## config.mk

```make
export PLATFORM = sky130hd
export DESIGN_NAME = wdog_supervisor
export DESIGN_NICKNAME = d
export VERILOG_FILES = /design/src/rtl/wdog_pkg.sv /design/src/rtl/wdog_edge_sync.sv /design/src/rtl/wdog_rst_pulse.sv /design/src/rtl/wdog_timeout.sv /design/src/rtl/wdog_supervisor.sv
export SDC_FILE = /design/constraint.sdc
export NUM_CORES = 1
export LEC_CHECK = 0
export BUFFER_PORTS_ARGS = -buffer_cell sky130_fd_sc_hd__buf_2
export CORE_ASPECT_RATIO = 1.4
export CORE_MARGIN = 3
export CORE_UTILIZATION = 58
export DETAILED_ROUTE_END_ITERATION = 10
export PLACE_DENSITY = 0.85
export SYNTH_ARGS = -nofsm -noshare
export SYNTH_HDL_FRONTEND = slang
export SYNTH_SLANG_ARGS = --single-unit
export TNS_END_PERCENT = 10
```

## constraint.sdc

```tcl
create_clock -name clk -period 5.5 [get_ports clk]
set_clock_uncertainty 0.2 [all_clocks]
set_input_delay 1.1 -clock clk [delete_from_list [all_inputs] [get_ports clk]]
set_output_delay 1.1 -clock clk [all_outputs]
set_load 0.01 [all_outputs]
```

## src/rtl/wdog_pkg.sv

```systemverilog
package wdog_pkg;
  typedef enum logic {
    TMODE_STD = 1'b0,
    TMODE_ALT = 1'b1
  } tmode_e;

  function automatic tmode_e tmode_from_pin(input logic pin);
    return pin ? TMODE_ALT : TMODE_STD;
  endfunction
endpackage

```

## src/rtl/wdog_edge_sync.sv

```systemverilog
module wdog_edge_sync #(
  parameter int STAGES = 2
) (
  input  logic clk,
  input  logic rst,
  input  logic din,
  output logic edge_p
);
  localparam int LAST = STAGES - 1;

  logic [STAGES:0] chain;

  // synchronizer stages plus one history flop for change detection
  generate
    for (genvar i = 0; i <= STAGES; i++) begin : g_stage
      if (i == 0) begin : g_first
        always_ff @(posedge clk) begin
          if (rst) chain[0] <= 1'b0;
          else     chain[0] <= din;
        end
      end else begin : g_next
        always_ff @(posedge clk) begin
          if (rst) chain[i] <= 1'b0;
          else     chain[i] <= chain[i-1];
        end
      end
    end
  endgenerate

  assign edge_p = chain[LAST] ^ chain[STAGES];
endmodule

```

## src/rtl/wdog_rst_pulse.sv

```systemverilog
module wdog_rst_pulse #(
  parameter int RST_TICKS = 200
) (
  input  logic clk,
  input  logic rst,
  input  logic tick_en,
  input  logic pwr_good,
  input  logic expire,
  output logic rst_q,
  output logic rst_n_q
);
  localparam int CW = $clog2(RST_TICKS + 1);
  localparam logic [CW-1:0] END_CNT = CW'(RST_TICKS - 1);

  logic [CW-1:0] cnt;

  always_ff @(posedge clk) begin
    if (rst || !pwr_good || expire) begin
      rst_q   <= 1'b1;
      rst_n_q <= 1'b0;
      cnt     <= '0;
    end else if (rst_q && tick_en) begin
      if (cnt == END_CNT) begin
        rst_q   <= 1'b0;
        rst_n_q <= 1'b1;
        cnt     <= '0;
      end else begin
        cnt <= cnt + 1'b1;
      end
    end
  end

  assert_pg_forces_rst_R8: assert property (@(posedge clk) disable iff (rst)
    !pwr_good |=> (rst_q && !rst_n_q));
  assert_expire_starts_rst_R3: assert property (@(posedge clk) disable iff (rst)
    expire |=> rst_q);
  assert_no_tick_holds_R9: assert property (@(posedge clk) disable iff (rst)
    (rst_q && !tick_en) |=> rst_q);
endmodule

```

## src/rtl/wdog_timeout.sv

```systemverilog
module wdog_timeout
  import wdog_pkg::*;
#(
  parameter int LONG_TICKS  = 1600,
  parameter int SHORT_TICKS = 100
) (
  input  logic   clk,
  input  logic   rst,
  input  logic   tick_en,
  input  tmode_e tmode,
  input  logic   hold_clr,
  input  logic   kick,
  output logic   expire,
  output logic   fault_q
);
  localparam int CW = $clog2(LONG_TICKS + 1);
  localparam logic [CW-1:0] LONG_M1  = CW'(LONG_TICKS - 1);
  localparam logic [CW-1:0] SHORT_M1 = CW'(SHORT_TICKS - 1);

  logic [CW-1:0] cnt;
  logic          first_q;
  logic [CW-1:0] lim_m1;

  assign lim_m1 = (tmode == TMODE_ALT && !first_q) ? SHORT_M1 : LONG_M1;
  assign expire = !hold_clr && !kick && tick_en && (cnt >= lim_m1);

  always_ff @(posedge clk) begin
    if (rst) begin
      cnt     <= '0;
      first_q <= 1'b1;
      fault_q <= 1'b0;
    end else begin
      if (hold_clr) begin
        cnt     <= '0;
        first_q <= 1'b1;
      end else if (kick) begin
        cnt     <= '0;
        first_q <= 1'b0;
      end else if (tick_en) begin
        cnt <= expire ? '0 : cnt + 1'b1;
      end
      if (kick)        fault_q <= 1'b0;
      else if (expire) fault_q <= 1'b1;
    end
  end

  assert_cnt_held_in_reset_R3: assert property (@(posedge clk) disable iff (rst)
    hold_clr |=> (cnt == '0));
  assert_fault_sticky_R6: assert property (@(posedge clk) disable iff (rst)
    (fault_q && !kick) |=> fault_q);
  assert_cnt_bound_R5: assert property (@(posedge clk) disable iff (rst)
    cnt < CW'(LONG_TICKS));
endmodule

```

## src/rtl/wdog_supervisor.sv

```systemverilog
module wdog_supervisor
  import wdog_pkg::*;
#(
  parameter int RST_TICKS   = 200,
  parameter int LONG_TICKS  = 1600,
  parameter int SHORT_TICKS = 100,
  parameter int SYNC_STAGES = 2
) (
  input  logic clk,
  input  logic rst,
  input  logic tick_en,
  input  logic alt_timing,
  input  logic pwr_good,
  input  logic wd_strobe,
  output logic rst_out,
  output logic rst_out_n,
  output logic wd_fault_n
);
  logic   kick;
  logic   expire;
  logic   fault_q;
  logic   rst_q;
  logic   rst_n_q;
  tmode_e tmode;

  assign tmode = tmode_from_pin(alt_timing);

  wdog_edge_sync #(.STAGES(SYNC_STAGES)) u_sync (
    .clk    (clk),
    .rst    (rst),
    .din    (wd_strobe),
    .edge_p (kick)
  );

  wdog_timeout #(.LONG_TICKS(LONG_TICKS), .SHORT_TICKS(SHORT_TICKS)) u_tmo (
    .clk      (clk),
    .rst      (rst),
    .tick_en  (tick_en),
    .tmode    (tmode),
    .hold_clr (rst_q),
    .kick     (kick),
    .expire   (expire),
    .fault_q  (fault_q)
  );

  wdog_rst_pulse #(.RST_TICKS(RST_TICKS)) u_rpg (
    .clk      (clk),
    .rst      (rst),
    .tick_en  (tick_en),
    .pwr_good (pwr_good),
    .expire   (expire),
    .rst_q    (rst_q),
    .rst_n_q  (rst_n_q)
  );

  assign rst_out    = rst_q;
  assign rst_out_n  = rst_n_q;
  assign wd_fault_n = ~fault_q;

  assert_rst_complement_R2: assert property (@(posedge clk) disable iff (rst)
    rst_out != rst_out_n);
  assert_fault_with_rst_R6: assert property (@(posedge clk) disable iff (rst)
    $fell(wd_fault_n) |-> rst_out);
endmodule

```

==> results.cfg <==
[detailed_routing]
vias = 1030
drcViolationCount = 0
drt_first_iter_violations = 20
drt_wl_total_mm = 2.45
detail-route-antenna-nets = 0
vias_per_cell = 6.06
wl_per_cell_um = 14.4
dr.pass1.iters = 4

[global_route]
antenna_found_initial = 0
grt_remaining_overflow = 0
grt_use_total_pct = 21.8
grt_pass1_vias = 1033
grt_first_pass_wirelength_mm = 4.31
grt_max_degree = 16

[setup_path]
critPathSlowestCell = nor2b_1
cp-start-kind = input pin
crit_chain = buf_2 > nor2b_1 > inv_1 > ha_1 > or3_1 > a31oi_1 > nand2b_1 > a21oi_4 > a211o_1
r2r_cells = 8
cp.arrival_ns = 2.91
reg2reg_setup_slack_ns = 3.15
critPathMaxStageDelay_ns = 0.31
crit_fanout = 15
crit_path_end_kind = flip-flop
worstSetupPathType = in2reg
cp.required_ns = 5.54

[placement]
dp_hpwl_mm = 1.82
io_buffer_count = 8
gp_congestion = 0.853
place_inst = 166
place_area_sq_um = 1280

[timing]
clock.fmax_mhz = 349
slew_viol_final = 0
rsz0062_at_grt = false
worstMarginPinSlew_ns = 0.412
fin_crit_ns = 2.87
finalSetupViolations = 0
tns_ns = 0
period_share_pct = 52.2
maxSlewHeadroom_pct = 72.5
hold_viol_final = 0

[synthesis]
ys_types = 32
synth_warnings = 0
synth_fa_ha_area_share_pct = 3.04
seq_area_frac_synth_pct = 42.1
synth_compound_area_share_pct = 8.00
ys_ff_latch = 26
synthMuxAreaShare_pct = 0.810
synth_top_family_by_area = simple AND/OR/NAND/NOR gates
synth_area_sq_um = 1240
synth_fp_nets = 149
syn_area_per_cell_sq_um = 8.83
syn_inst = 140
synthXorXnorAreaFrac_pct = 12.0
synthSimpleGateAreaFrac_pct = 31.3

[pwr]
powerDensity_nw_per_um2 = 227
ir_drop_uv = 183
leakage_nw = 0.486

[clock_tree]
clock_latency_ns = 0.34
cts_tree = yes
cts_resized = 0
cts_buffers = 3
cts_num_sinks = 26
holdBufCountCts = 0
clock_path_buffers = 2
clk_pin_slew_worst_paths_ns = 0.14
cts-root-buf = clkbuf_4
cts-htree-levels = 1
post-cts-setup-buffer-count = 0

[finish]
n_fill_cell = 179
final_cell_area_sq_um = 1320
post-route-util_pct = 66.1
final_cell_mix = 26 x dfxtp_1, 16 x nor3_1, 11 x nand2_1, 10 x nor2_1, 10 x xor2_1
drive_above_1_share_pct = 8.72
finalNetCount = 159
antennaDiodeCount = 0
final_common_cell = dfxtp_1
areaGrowthSynthToFinish_pct = 6.78
fin_cells = 170

[status]
status = complete, no violations

[worst_hold_path]
hold_depth = 1
worstHoldPathType = reg2reg

[die]
dieWidth_um = 45.0
start_util_pct = 61.9
num_rows = 19
fp.coreArea_sq_um = 2000
die_h_um = 60.6
ios = 9
die_area_sq_um = 2730

[job]
cap_violations = 0
synth_stat cells, drive strengths merged:
cell type	n	area [sq um]
and3	8	50.1
nand2b	3	18.8
nor2	10	37.5
nand3b	1	7.51
dfxtp	26	521
nand2	11	41.3
and4	1	8.76
o2111ai	1	8.76
a211o	3	26.3
nor4	1	6.26
mux2i	1	10.0
a221oi	1	8.76
nand3	7	35.0
ha	3	37.5
a21o	1	7.51
buf	2	15.0
clkbuf	1	3.75
or3	3	18.8
a21oi	4	31.3
nor4b	1	8.76
xor2	10	87.6
nand4	4	25.0
nor2b	5	31.3
nand4b	1	8.76
xnor2	7	61.3
a31oi	1	6.26
nor3	16	80.1
o21ai	2	10.0
and3b	1	8.76
inv	4	15.0
registers in the layout (all words and copies together) (netlist names):
register,flops
u_tmo.fault_q,1
u_rpg.rst_n_q,1
u_rpg.rst_q,1
u_tmo.cnt,11
u_tmo.first_q,1
u_sync.chain,3
u_rpg.cnt,8
critical path: cells and delay by family:
kind                       cells  cell delay, ns
and+or+nand+nor                3            0.85
adders and majority gates      1            0.20
buffers and inverters          2            0.16
AOI/OAI and AO/OA              3            0.61
area by class of cell:
type	count	area, sq um	share of cell area (%)
Multi-Input combinational cell	107	682	51.7
Sequential cell	26	520	39.4
Timing Repair Buffer	8	40.0	3.03
Clock buffer	4	36.3	2.75
Tap cell	21	26.3	1.99
Inverter	4	15.0	1.14
where the power goes:
part	switching (mW)	internal [mW]	total [mW]
Sequential	0.00105	0.190	0.191
Combinational	0.00511	0.00390	0.00900
Clock	0.0592	0.0407	0.0999
Total	0.0654	0.234	0.300
per-stage QoR:
step	setup slack [ns]	hold WS (ns)	power [mW]
3_3_place_gp	2.39	0.231	0.203
4_1_cts	2.64	0.269	0.301
5_1_grt	2.48	0.291	0.309
2_1_floorplan	2.62	0.214	0.200
6_report	2.63	0.268	0.300
3_5_place_dp	2.29	0.242	0.204
routing by layer:
metal / vias up / routed length, um / GRT usage, %
met5: - / 0 / 0
met4: 0 / 61 / 13.4
li1: 516 / - / -
met3: 5 / 69 / 4.45
met1: 487 / 1010 / 22.7
met2: 22 / 1300 / 38.9
kinds of logic (layout without fill, tap and decap cells):
group	count (synthesis)	after routing
muxes	1	1
xor gates and xnor gates	17	17
and+or+nand+nor	73	73
AOI/OAI and AO/OA	13	13
DFF	26	26
buffers and inverters	7	16
adders and majority gates	3	3
path summary, 6_finish.rpt:
kind,startpoint,to
hold / removal,u_sync.chain[0]$_SDFF_PP0_,u_sync.chain[1]$_SDFF_PP0_
setup reg to reg,u_tmo.first_q$_SDFFE_PP1P_,u_rpg.rst_q$_SDFFE_PP1P_
hold reg to reg,u_sync.chain[0]$_SDFF_PP0_,u_sync.chain[1]$_SDFF_PP0_
setup / recovery,alt_timing,u_rpg.rst_q$_SDFFE_PP1P_
(Power assumes the default switching activity.)
